==> src/rtl/vcap_seq.sv <==
module vcap_seq (
  input  logic        clk,
  input  logic        rst_n,
  input  logic        go,
  input  logic [31:0] prog_base,
  output logic        ifr_req,
  output logic [31:0] ifr_addr,
  input  logic        ifr_gnt,
  input  logic        ifr_rvalid,
  input  logic [63:0] ifr_rdata,
  input  logic        fld_start,
  input  logic        fld_odd,
  input  logic        px_valid,
  input  logic        px_sol,
  input  logic [7:0]  px_data,
  output logic        px_ready,
  output logic        wr_valid,
  output logic [29:0] wr_addr,
  output logic [31:0] wr_data,
  output logic [2:0]  wr_cnt,
  input  logic        wr_ready,
  output logic        irq,
  output logic        err
);
  localparam int CW = 12;
  localparam logic [2:0] OP_SYO = 3'd1, OP_SYE = 3'd2, OP_JMP = 3'd3,
                         OP_LS  = 3'd4, OP_INL = 3'd5;

  typedef enum logic [2:0] {S_IDLE, S_FREQ, S_FRSP, S_SYNC, S_DATA, S_HALT} st_t;

  st_t          st;
  logic [28:0]  pc;
  logic         op_ls, armed, want_odd, irq_en, wr_v, irq_r, err_r;
  logic [CW-1:0] start, rem, pos;
  logic [29:0]  waddr;
  logic [2:0]   lane;
  logic [31:0]  pack;

  wire [31:0] cw = ifr_rdata[31:0];
  wire [31:0] aw = ifr_rdata[63:32];
  wire [2:0]  op = cw[30:28];
  wire        op_ok = cw[31] && op >= OP_SYO && op <= OP_INL;
  wire [CW-1:0] cnt_f = cw[CW-1:0];

  logic unused_bits;
  assign unused_bits = ^{cw[26:24], aw[1:0], prog_base[2:0]};

  wire          first  = op_ls && !armed;
  wire          take   = (st == S_DATA) && px_valid && px_ready;
  wire [CW-1:0] bp     = first ? '0 : pos;
  wire          usable = !(first && !px_sol);
  wire          keep   = take && usable && (bp >= start);
  wire [2:0]    lane_n = lane + 3'd1;
  wire [CW-1:0] rem_n  = rem - 1'b1;
  wire          beat_done = wr_v && wr_ready;

  assign ifr_req  = (st == S_FREQ);
  assign ifr_addr = {pc, 3'b000};
  assign px_ready = (st == S_IDLE) || (st == S_SYNC) || (st == S_HALT) ||
                    ((st == S_DATA) && !wr_v && (rem != '0));
  assign wr_valid = wr_v;
  assign wr_addr  = waddr;
  assign wr_data  = pack;
  assign wr_cnt   = lane;
  assign irq      = irq_r;
  assign err      = err_r;

  always_ff @(posedge clk) begin
    if (!rst_n) begin
      st <= S_IDLE; pc <= '0; op_ls <= 1'b0; armed <= 1'b0; want_odd <= 1'b0;
      irq_en <= 1'b0; wr_v <= 1'b0; irq_r <= 1'b0; err_r <= 1'b0;
      start <= '0; rem <= '0; pos <= '0; waddr <= '0; lane <= '0; pack <= '0;
    end else begin
      irq_r <= 1'b0;
      case (st)
        S_IDLE: if (go) begin
          pc <= prog_base[31:3];
          st <= S_FREQ;
        end
        S_FREQ: if (ifr_gnt) st <= S_FRSP;
        S_FRSP: if (ifr_rvalid) begin
          if (!op_ok) begin
            st    <= S_HALT;
            err_r <= 1'b1;
          end else if (op == OP_SYO || op == OP_SYE) begin
            want_odd <= (op == OP_SYO);
            irq_en   <= cw[27];
            st       <= S_SYNC;
          end else if (op == OP_JMP) begin
            pc    <= aw[31:3];
            irq_r <= cw[27];
            st    <= S_FREQ;
          end else begin
            op_ls  <= (op == OP_LS);
            armed  <= 1'b0;
            start  <= cw[23:12];
            rem    <= cnt_f;
            waddr  <= aw[31:2];
            lane   <= '0;
            pack   <= '0;
            irq_en <= cw[27];
            if (cnt_f == '0) begin
              irq_r <= cw[27];
              pc    <= pc + 29'd1;
              st    <= S_FREQ;
            end else begin
              st <= S_DATA;
            end
          end
        end
        S_SYNC: if (fld_start && (fld_odd == want_odd)) begin
          irq_r <= irq_en;
          pc    <= pc + 29'd1;
          st    <= S_FREQ;
        end
        S_DATA: begin
          if (take && usable) begin
            pos   <= bp + 1'b1;
            armed <= 1'b1;
          end
          if (keep) begin
            pack[lane[1:0]*8 +: 8] <= px_data;
            lane <= lane_n;
            rem  <= rem_n;
            if (lane_n == 3'd4 || rem_n == '0) wr_v <= 1'b1;
          end
          if (beat_done) begin
            wr_v  <= 1'b0;
            waddr <= waddr + 30'd1;
            lane  <= '0;
            pack  <= '0;
            if (rem == '0) begin
              irq_r <= irq_en;
              pc    <= pc + 29'd1;
              st    <= S_FREQ;
            end
          end
        end
        S_HALT: st <= S_HALT;
        default: st <= S_IDLE;
      endcase
    end
  end
endmodule

==> config.mk <==
export PLATFORM = sky130hd
export DESIGN_NAME = vcap_seq
export DESIGN_NICKNAME = d
export VERILOG_FILES = /design/src/rtl/vcap_seq.sv
export SDC_FILE = /design/constraint.sdc
export NUM_CORES = 1
export LEC_CHECK = 0
export BUFFER_PORTS_ARGS = -buffer_cell sky130_fd_sc_hd__buf_2
export CAP_MARGIN = 20
export CORE_MARGIN = 10
export CORE_UTILIZATION = 54
export CTS_BUF_LIST = sky130_fd_sc_hd__clkbuf_8
export CTS_CLUSTER_DIAMETER = 100
export DETAILED_ROUTE_END_ITERATION = 8
export GPL_ROUTABILITY_DRIVEN = 0
export GPL_TIMING_DRIVEN = 0
export PLACE_DENSITY = 0.88
export SLEW_MARGIN = 20
export SYNTH_ARGS = -nofsm -noshare
export SYNTH_HDL_FRONTEND = slang
export SYNTH_SLANG_ARGS = --single-unit
==> constraint.sdc <==
create_clock -name clk -period 4.7 [get_ports clk]
set_clock_uncertainty 0.15 [all_clocks]
set_input_delay 0.94 -clock clk [delete_from_list [all_inputs] [get_ports clk]]
set_output_delay 0.94 -clock clk [all_outputs]
set_load 0.005 [all_outputs]
==> impl_metrics.yaml <==
placement:
  place_inst: 1502
  dp_hpwl_mm: 25.1
  port_buffers: 203
clocking:
  htreeDepth: 4
  cts_tree: "yes"
  cts_buffers: 17
  numClockSinks: 140
  cts_resized: 0
  ctsRootBufferMaster: "clkbuf_8"
  clockBufferDepth: 2
  clkSlewWorstSetupHoldPaths_ns: 0.09
  hold_buffers: 0
  cts_setup_buffers: 0
  insertion_delay_ns: 0.47
critical_path:
  critPathMaxStageDelay_ns: 0.55
  crit_family: "compound AO/OA/AOI/OAI gates"
  crit_required_ns: 4.94
  critPathBufInv: 3
  slowest_stage: "nor3_1"
  crit_path_end_kind: "flop"
  worstPathArrival_ns: 4.15
  critPathKind: "reg2reg"
  path_cells: "nand2b_1 > clkbuf_1 > clkbuf_1 > and2_1 > ha_1 > a21o_1 > a21o_1 > a21o_1 > a31o_2 > nor3_1 > clkbuf_1 > o21ai_0 > a21oi_1"
  startpoint_type: "flop"
  crit_path_max_fanout: 10
global_routing:
  grt_pass1_vias: 9691
  grt_max_degree: 17
  grt_overflow: 0
  grt_pass1_wl_mm: 50.4
  gr-usage-all-layers_pct: 30.5
  antenna_found_initial: 2
final_layout:
  final_common_cell: "buf_2"
  multi_input_area_sq_um: 5150
  area_growth_pct: 19.9
  stdcell_count: 1535
  final_nets: 1469
  seq_area_sq_um: 2800
  final_cell_mix: "buf_2, dfxtp_1, nand2_1"
  drive_gt1_share_pct: 21.8
  fill_cells: 1322
route:
  drc: 0
  viasPerCell: 6.76
  drtIter0Drc: 1527
  vias: 10380
  wl_per_cell_microns: 21.8
  drt-total-wl_mm: 33.4
  ant_nets: 0
  dr.pass1.iters: 7
synthesis:
  synth_cells: 1109
  synth_area_sq_um: 8400
  synth-seq-area-share_pct: 33.4
  synth_edf_count: 0
  ys.warnings.count: 0
  ys.flop_type: "dfxtp_1"
  ys_seq_elements: 140
  async_flop_share_pct: 0
  synth.avg_cell_area_sq_um: 7.57
  yosys.cell_types.count: 79
floorplanning:
  core_sq_um: 15200
  die_x_microns: 145
  initial_core_util_pct: 55.3
  die_area_sq_um: 20900
  die_h_microns: 145
  rows: 45
  num_io_pins: 216
run:
  maxCapViolations: 0
sta:
  relSlewSlack_pct: 30.4
  finalHoldViolations: 0
  holdWs_ns: 0.319
  rsz0062_at_grt: "false"
  tightest_slew_ns: 1.03
  timing.fmax_mhz: 256
  slew_viol_final: 0
  min_period_ns: 3.90
  finalCritPeriodShare_pct: 83.0
  tns_ns: 0
  setup_viol: 0
outcome:
  status: "finished clean"
min_path:
  hold_path.class: "reg2reg"
pwr:
  p_leak_uw: 0.00409
  ir_drop_mv: 0.388
  power_density_nw_per_um2: 380
Yosys cell counts (6+ instances only):
| cell type | count | area share, % |
|---|---|---|
| o21ai_0 | 88 | 5.2 |
| o211ai_1 | 8 | 0.72 |
| and2_1 | 16 | 1.2 |
| buf_4 | 6 | 0.54 |
| nor3_1 | 32 | 1.9 |
| nand2_1 | 128 | 5.7 |
| nand4_1 | 24 | 1.8 |
| o2111ai_1 | 17 | 1.8 |
| a32o_1 | 6 | 0.72 |
| a22oi_1 | 17 | 1.5 |
| clkbuf_1 | 48 | 2.1 |
| o31ai_1 | 10 | 0.89 |
| nand2b_1 | 8 | 0.60 |
| and3_1 | 16 | 1.2 |
| buf_2 | 21 | 1.3 |
| ha_1 | 22 | 3.3 |
| a21oi_1 | 126 | 7.5 |
| a211oi_1 | 14 | 1.3 |
| a22o_1 | 14 | 1.5 |
| nor4_1 | 7 | 0.52 |
| buf_1 | 9 | 0.40 |
| o32ai_1 | 10 | 1.0 |
| inv_1 | 19 | 0.85 |
| nor2_1 | 103 | 4.6 |
| or3_1 | 8 | 0.60 |
| a222oi_1 | 6 | 0.72 |
| a31oi_1 | 19 | 1.4 |
| o221a_2 | 7 | 0.94 |
| o22ai_1 | 15 | 1.1 |
| nand3_1 | 39 | 2.3 |
| dfxtp_1 | 140 | 33 |
| nor2b_1 | 10 | 0.74 |
worst register-to-register path, cell delays in order (launching register included):
cell	delay [ns]
dfxtp_1	0.35
nand2b_1	0.20
clkbuf_1	0.35
clkbuf_1	0.31
and2_1	0.18
ha_1	0.24
a21o_1	0.19
a21o_1	0.17
a21o_1	0.19
a31o_2	0.23
nor3_1	0.56
clkbuf_1	0.37
o21ai_0	0.17
a21oi_1	0.17
per-stage QoR:
step           util, %  instance area, sq um  worst slack, ns  power (uW)
2_1_floorplan        -                  8410             1.67        2250
3_3_place_gp      63.5                  9660            0.982        2720
3_5_place_dp      63.5                  9660            0.896        2760
4_1_cts           66.2                 10100            0.824        3770
5_1_grt           66.2                 10100            0.501        3980
6_report          66.3                 10100            0.797        3830
final timing paths:
kind | start | end | slack [ns] | depth (start not counted)
min reg2reg | start[11]$_SDFFE_PN0P_ | start[11]$_SDFFE_PN0P_ | 0.32 | 2
max reg2reg | armed$_SDFFE_PN0P_ | wr_data[5]$_SDFFE_PN0P_ | 0.80 | 13
max | armed$_SDFFE_PN0P_ | wr_data[5]$_SDFFE_PN0P_ | 0.80 | 13
min | start[11]$_SDFFE_PN0P_ | start[11]$_SDFFE_PN0P_ | 0.32 | 2
state kept, by name (all words and copies together) (netlist names):
name / count
wr_valid: 1
rem: 12
wr_data: 32
irq: 1
irq_en: 1
pc: 29
pos: 12
st: 3
armed: 1
err: 1
start: 12
want_odd: 1
op_ls: 1
wr_cnt: 3
wr_addr: 30
report_power, final:
part / leakage [uW] / switching [uW] / internal [uW] / total [uW]
clock: 0.000206 / 509 / 518 / 1030
sequential: 0.00113 / 185 / 1310 / 1490
combinational: 0.00276 / 823 / 489 / 1310
routing by layer:
layer	GRT usage (%)	vias up	share of wire (%)
met5	0	-	0.033
met3	8.96	209	14
met1	36.7	4660	37
met4	19.3	2	7.0
li1	-	4611	-
met2	46.8	898	43
cell families after synthesis:
kind of cell / synth area share, %
AOI/OAI and AO/OA: 31.4
xor gates and xnor gates: 0.730
adders and majority gates: 3.28
buffers and inverters: 5.45
DFF: 33.4
muxes: 0.387
other: 0.0446
and+or+nand+nor: 25.3
cell type report:
class,instances,share of cell area [%]
diodes,1,0.0248
plain buffers,86,3.84
clock buffers,20,2.73
clock inverters,12,1.37
inverters,19,0.708
multi-input cells,866,51.1
flip-flops and latches,140,27.8
well taps,188,2.34
repair buffers,203,10.1
(Power assumes the default switching activity.)
